`src/rtl/hc_irq_pkg.sv`:
```
package hc_irq_pkg;
  localparam int DATA_W   = 32;
  localparam int ADDR_W   = 2;
  localparam int CNT_W    = 2;

  // status bit positions (decoded by software)
  localparam int B_OVERRUN   = 0;
  localparam int B_DONEWB    = 1;
  localparam int B_FRAME     = 2;
  localparam int B_RESUME    = 3;
  localparam int B_SYSERR    = 4;
  localparam int B_FRAMEWRAP = 5;
  localparam int B_PORTCHG   = 6;
  localparam int B_OWNER     = 30;
  localparam int B_MASTER    = 31;

  localparam logic [DATA_W-1:0] STAT_MASK =
    (DATA_W'(1) << B_OVERRUN)   | (DATA_W'(1) << B_DONEWB)  |
    (DATA_W'(1) << B_FRAME)     | (DATA_W'(1) << B_RESUME)  |
    (DATA_W'(1) << B_SYSERR)    | (DATA_W'(1) << B_FRAMEWRAP) |
    (DATA_W'(1) << B_PORTCHG)   | (DATA_W'(1) << B_OWNER);
  localparam logic [DATA_W-1:0] EN_MASK = STAT_MASK | (DATA_W'(1) << B_MASTER);

  localparam int OFS_STATUS = 0;
  localparam int OFS_ENABLE = 1;
  localparam int OFS_COUNT  = 2;
endpackage

```
`src/rtl/hc_irq_sticky.sv`:
```
module hc_irq_sticky #(
  parameter int              W    = 32,
  parameter logic [W-1:0]    IMPL = '1
) (
  input  logic         clk,
  input  logic         rst,
  input  logic [W-1:0] set_i,
  input  logic [W-1:0] clr_i,
  output logic [W-1:0] q_o
);
  for (genvar i = 0; i < W; i++) begin : g_bit
    if (IMPL[i]) begin : g_impl
      logic b;
      always_ff @(posedge clk) begin
        if (rst)           b <= 1'b0;
        else if (set_i[i]) b <= 1'b1;   // event beats clear
        else if (clr_i[i]) b <= 1'b0;
      end
      assign q_o[i] = b;

      a_r3_set_wins: assert property (@(posedge clk) disable iff (rst)
        set_i[i] |=> b) else $error("R3 set lost");
      a_r2_w1c: assert property (@(posedge clk) disable iff (rst)
        (clr_i[i] && !set_i[i]) |=> !b) else $error("R2 clear ignored");
    end else begin : g_rsvd
      logic unused_b;
      assign unused_b = set_i[i] ^ clr_i[i];
      assign q_o[i]   = 1'b0;
    end
  end
endmodule

```
`src/rtl/hc_irq_resume_edge.sv`:
```
module hc_irq_resume_edge (
  input  logic clk,
  input  logic rst,
  input  logic line_i,
  input  logic sw_i,
  output logic rise_o
);
  logic prev_q;
  always_ff @(posedge clk) begin
    if (rst) prev_q <= 1'b0;
    else     prev_q <= line_i;
  end
  assign rise_o = line_i & ~prev_q & ~sw_i;
endmodule

```
`src/rtl/hc_irq_wrap_cnt.sv`:
```
module hc_irq_wrap_cnt #(
  parameter int W = 2
) (
  input  logic         clk,
  input  logic         rst,
  input  logic         inc_i,
  output logic [W-1:0] cnt_o
);
  logic [W-1:0] cnt_q;
  always_ff @(posedge clk) begin
    if (rst)        cnt_q <= '0;
    else if (inc_i) cnt_q <= cnt_q + W'(1);
  end
  assign cnt_o = cnt_q;

  a_r4_cnt_step: assert property (@(posedge clk) disable iff (rst)
    inc_i |=> (cnt_q == W'($past(cnt_q) + W'(1)))) else $error("R4 count step");
  a_r4_cnt_hold: assert property (@(posedge clk) disable iff (rst)
    !inc_i |=> $stable(cnt_q)) else $error("R4 count drift");
endmodule

```
`src/rtl/hc_irq_status.sv`:
```
module hc_irq_status
  import hc_irq_pkg::*;
(
  input  logic              clk,
  input  logic              rst,
  input  logic              bus_wr,
  input  logic [ADDR_W-1:0] bus_addr,
  input  logic [DATA_W-1:0] bus_wdata,
  output logic [DATA_W-1:0] bus_rdata,
  input  logic              ev_sched_overrun,
  input  logic              ev_donehead_written,
  input  logic              ev_frame_start,
  input  logic              dev_resume_sig,
  input  logic              sw_resume_active,
  input  logic              ev_sys_error,
  input  logic              ev_frame_wrap,
  input  logic              ev_port_change,
  input  logic              ev_owner_change,
  output logic [CNT_W-1:0]  sched_overrun_cnt,
  output logic              writeback_permit,
  output logic              sof_token_req,
  output logic              ctrl_halt,
  output logic              irq
);
  logic              resume_rise;
  logic [DATA_W-1:0] set_vec, clr_vec, status;
  logic [DATA_W-1:0] en_q, rdata_q;
  logic              halt_q, sof_q, irq_q;
  logic              wr_status, wr_enable;

  hc_irq_resume_edge u_resume (
    .clk(clk), .rst(rst), .line_i(dev_resume_sig),
    .sw_i(sw_resume_active), .rise_o(resume_rise)
  );

  always_comb begin
    set_vec              = '0;
    set_vec[B_OVERRUN]   = ev_sched_overrun;
    set_vec[B_DONEWB]    = ev_donehead_written;
    set_vec[B_FRAME]     = ev_frame_start;
    set_vec[B_RESUME]    = resume_rise;
    set_vec[B_SYSERR]    = ev_sys_error;
    set_vec[B_FRAMEWRAP] = ev_frame_wrap;
    set_vec[B_PORTCHG]   = ev_port_change;
    set_vec[B_OWNER]     = ev_owner_change;
  end

  assign wr_status = bus_wr && (bus_addr == ADDR_W'(OFS_STATUS));
  assign wr_enable = bus_wr && (bus_addr == ADDR_W'(OFS_ENABLE));
  assign clr_vec   = wr_status ? bus_wdata : '0;

  hc_irq_sticky #(.W(DATA_W), .IMPL(STAT_MASK)) u_flags (
    .clk(clk), .rst(rst), .set_i(set_vec), .clr_i(clr_vec), .q_o(status)
  );

  hc_irq_wrap_cnt #(.W(CNT_W)) u_ovr_cnt (
    .clk(clk), .rst(rst), .inc_i(ev_sched_overrun), .cnt_o(sched_overrun_cnt)
  );

  always_ff @(posedge clk) begin
    if (rst) begin
      en_q    <= '0;
      halt_q  <= 1'b0;
      sof_q   <= 1'b0;
      irq_q   <= 1'b0;
      rdata_q <= '0;
    end else begin
      if (wr_enable)    en_q   <= bus_wdata & EN_MASK;
      if (ev_sys_error) halt_q <= 1'b1;   // only reset releases
      sof_q <= ev_frame_start;
      irq_q <= en_q[B_MASTER] & (|(status & en_q & STAT_MASK));
      case (bus_addr)
        ADDR_W'(OFS_STATUS): rdata_q <= status;
        ADDR_W'(OFS_ENABLE): rdata_q <= en_q;
        ADDR_W'(OFS_COUNT):  rdata_q <= DATA_W'(sched_overrun_cnt);
        default:             rdata_q <= '0;
      endcase
    end
  end

  assign bus_rdata        = rdata_q;
  assign writeback_permit = ~status[B_DONEWB];
  assign sof_token_req    = sof_q;
  assign ctrl_halt        = halt_q;
  assign irq              = irq_q;

  a_r6_permit_drop: assert property (@(posedge clk) disable iff (rst)
    ev_donehead_written |=> !writeback_permit) else $error("R6 permit");
  a_r8_halt_set: assert property (@(posedge clk) disable iff (rst)
    ev_sys_error |=> ctrl_halt) else $error("R8 halt set");
  a_r8_halt_sticky: assert property (@(posedge clk) disable iff (rst)
    ctrl_halt |=> ctrl_halt) else $error("R8 halt dropped");
  a_r5_sof_pulse: assert property (@(posedge clk) disable iff (rst)
    ev_frame_start |=> (sof_token_req && status[B_FRAME])) else $error("R5 sof");
  a_r9_master_off: assert property (@(posedge clk) disable iff (rst)
    !en_q[B_MASTER] |=> !irq) else $error("R9 master gate");
endmodule

```
`config.mk`:
```
export PLATFORM = sky130hd
export DESIGN_NAME = hc_irq_status
export DESIGN_NICKNAME = d
export VERILOG_FILES = /design/src/rtl/hc_irq_pkg.sv /design/src/rtl/hc_irq_sticky.sv /design/src/rtl/hc_irq_resume_edge.sv /design/src/rtl/hc_irq_wrap_cnt.sv /design/src/rtl/hc_irq_status.sv
export SDC_FILE = /design/constraint.sdc
export NUM_CORES = 1
export LEC_CHECK = 0
export BUFFER_PORTS_ARGS = -buffer_cell sky130_fd_sc_hd__buf_2
export CAP_MARGIN = 25
export CORE_ASPECT_RATIO = 1.4
export CORE_UTILIZATION = 41
export DETAILED_ROUTE_END_ITERATION = 16
export GPL_TIMING_DRIVEN = 0
export PLACE_DENSITY = 0.84
export SLEW_MARGIN = 20
export SYNTH_ARGS = -nofsm -noshare
export SYNTH_HDL_FRONTEND = slang
export SYNTH_SLANG_ARGS = --single-unit
```
`constraint.sdc`:
```
create_clock -name clk -period 1.7 [get_ports clk]
set_input_delay 0.51 -clock clk [delete_from_list [all_inputs] [get_ports clk]]
set_output_delay 0.51 -clock clk [all_outputs]
set_load 0.02 [all_outputs]
```
==> run_results.csv <==
group,metric,value,unit
run_status,outcome,"complete, no violations",
clocking,post_cts_resized,0,
logic_synthesis,ys_top_cells_by_area,"dfxtp_1 (45%), buf_4 (13%), mux2i_1 (12%), nor2_1 (7.4%), nor3b_2 (6.2%)",
critical_path,worstSetupPathDepth,2,
routing,routed_wl,2620,um
floorplan,boundaryPins,84,
logic_synthesis,synth.most_common_cell,"dfxtp_1",
clocking,cts_buffers,5,
critical_path,crit_type,"reg -> out",
sta,tns,0,ns
logic_synthesis,synth_warnings,0,
floorplan,start_util,44.2,%
clocking,clock_latency,0.28,ns
global_routing,grt_max_degree,11,
clocking,postCtsSetupRepairBufs,0,
logic_synthesis,synth_edf_count,0,
critical_path,cpLargestDelayFamily,"flip-flops",
routing,routed_via_density,4.51,
sta,rsz0062_at_grt,"false",
clocking,clockBufferDepth,2,
logic_synthesis,synth.distinct_cells,24,
critical_path,slowest_delay,0.39,ns
floorplan,fp.dieW,51.7,um
global_routing,first_global_vias,1005,
sta,finalSetupViolCount,0,
sta,fmax,724,MHz
power,powerDensity,874,mW/mm^2
logic_synthesis,netlist_instances,147,
critical_path,critPathSlowestCell,"dfxtp_1",
global_routing,grt_pass1_wl,3900,um
final_layout,drive_gt1_share,36.2,%
logic_synthesis,synth_top_area_share,45.1,%
routing,ant_nets,0,
power,power.leakage,0.924,nW
routing,vias,1124,
global_routing,grt_overflow_total,0,
logic_synthesis,synth_area_per_cell,9.66,sq um
floorplan,rows,24,
critical_path,reg2reg_depth,3,
final_layout,final_core_util,56.0,%
floorplan,core-area,0.00321,sq mm
critical_path,crit_required,1.19,ns
final_layout,nets,258,
clocking,cts_tree,"yes",
clocking,htreeDepth,2,
placement,io_buffer_count,36,
placement,placed_cells,244,
sta,setup_slack,0.318,ns
routing,routedWlPerCell,10.5,um
final_layout,fillCellCount,283,
critical_path,cp_cell_sequence,"inv_1 > buf_2",
logic_synthesis,yosysSeqAreaShare,45.1,%
logic_synthesis,syn_area,0.00142,sq mm
placement,globalplace.congestion,0.792,
logic_synthesis,synth_largest_area_cell,"dfxtp_1",
placement,dp_hpwl,2080,um
sta,fin_crit_sh,81.3,%
global_routing,gr-usage-all-layers,15.0,%
logic_synthesis,synth_flop_cell,"dfxtp_1",
clocking,clk_pin_slew_worst_paths,0.06,ns
sta,fin_worst_skew,0.00188,ns
global_routing,antenna_found_initial,0,
routing,first_iter_violations,16,
final_layout,syn_to_final_growth,26.8,%
critical_path,crit_path_start_kind,"register",
final_layout,num_antenna_cells,0,
sta,hold_viol_final,0,
routing,drtPass1Iterations,5,
critical_path,worstPathArrival,0.87,ns
sta,slew_violations,0,
clocking,cts_root_buf,"clkbuf_8",
critical_path,cp_max_fo,4,
floorplan,dieArea,0.00371,sq mm
power,vdd_ir_drop_max,0.522,mV
clocking,clock_sinks,32,
worst_hold_path,hp-class,"reg -> reg",
critical_path,worst_setup_path_end_kind,"primary output",
critical_path,critPathBufInv,2,
run,drv_cap,0,
clocking,cts_hold_buf,0,
logic_synthesis,synth_common_cells,"dfxtp_1 (32), nor2_1 (28), buf_4 (24)",
sta,period_needed,1.38,ns
final_layout,fin_cells,249,
worst_hold_path,whs_path_depth,2,
placement,pre_cts_slack,0.0732,ns
floorplan,die_h,71.6,um
routing,drc,0,
logic_synthesis,synth-seq-cells,32,
logic_synthesis,synth-async-reset-ratio,0,%
per-layer routing:
| layer | vias up | share of wire, % | track usage [%] |
|---|---|---|---|
| met2 | 55 | 52 | 25.8 |
| met3 | 10 | 7.5 | 3.18 |
| met4 | 0 | 3.9 | 15.3 |
| met5 | - | 0 | 0 |
| li1 | 566 | - | - |
| met1 | 493 | 36 | 13.7 |
per-stage QoR:
| step | hold slack [ns] | area [sq um] | power [mW] |
|---|---|---|---|
| 6_report | 0.465 | 1800 | 1.57 |
| 5_1_grt | 0.470 | 1800 | 1.63 |
| 4_1_cts | 0.462 | 1800 | 1.58 |
| 3_5_place_dp | 0.457 | 1730 | 1.08 |
| 3_3_place_gp | 0.450 | 1730 | 1.08 |
| 2_1_floorplan | 0.455 | 1500 | 1.01 |
cells in the final DEF (no fill, tap or decap), types with 4 or more instances in the layout:
cell,count
clkbuf_1,4
mux2i_1,17
buf_2,36
nor3b_2,7
a22oi_1,4
nor2_1,28
buf_4,24
clkbuf_8,5
nor3_1,7
dfxtp_1,32
conb_1,23
report_power, final:
group	switching (mW)	total, mW	internal [mW]
combinational	0.142	0.257	0.114
clock	0.242	0.505	0.263
sequential	0.0244	0.811	0.787
worst paths after layout:
check	to	start	slack, ns
worst min-delay path	ctrl_halt$_SDFFE_PP0P_	ctrl_halt$_SDFFE_PP0P_	0.46
worst max-delay path	writeback_permit	u_flags.g_bit[1].g_impl.b$_SDFFE_PP0P_	0.32
worst max register to register	bus_rdata[1]$_SDFF_PP0_	u_flags.g_bit[1].g_impl.b$_SDFFE_PP0P_	0.76
worst min register to register	ctrl_halt$_SDFFE_PP0P_	ctrl_halt$_SDFFE_PP0P_	0.46
logic make-up (layout without fill, tap and decap cells):
family	Yosys count	count (layout)	share of synthesized area, %
flip-flops	32	32	45.1
XOR/XNOR	2	2	1.23
AND/OR/NAND/NOR	54	54	21.1
multiplexers	17	17	12.0
buffers and inverters	32	73	15.9
other	1	23	0.264
AO/OA/AOI/OAI	9	9	4.41
state kept, by name (all words and copies together), names as in the netlist:
name	cells
bus_rdata	9
en_q	9
u_flags.g_bit.g_impl.b	8
u_ovr_cnt.cnt_o	2
ctrl_halt	1
irq	1
sof_token_req	1
u_resume.prev_q	1
worst reg2reg max path: stages (launching register included):
cell and delay, ns:
dfxtp_1 0.39, mux2i_1 0.08, or2_2 0.28, a21oi_1 0.13
layout make-up:
cell class | instances | area, sq um | area share (%)
clock buffers | 5 | 68.8 | 3.82
flip-flops and latches | 32 | 641 | 35.6
inverters | 2 | 7.51 | 0.417
plain buffers | 30 | 218 | 12.1
multi-input cells | 105 | 637 | 35.4
well taps | 39 | 48.8 | 2.71
repair buffers | 36 | 180 | 10.0
Note: power is estimated with default switching activity, not from simulation.
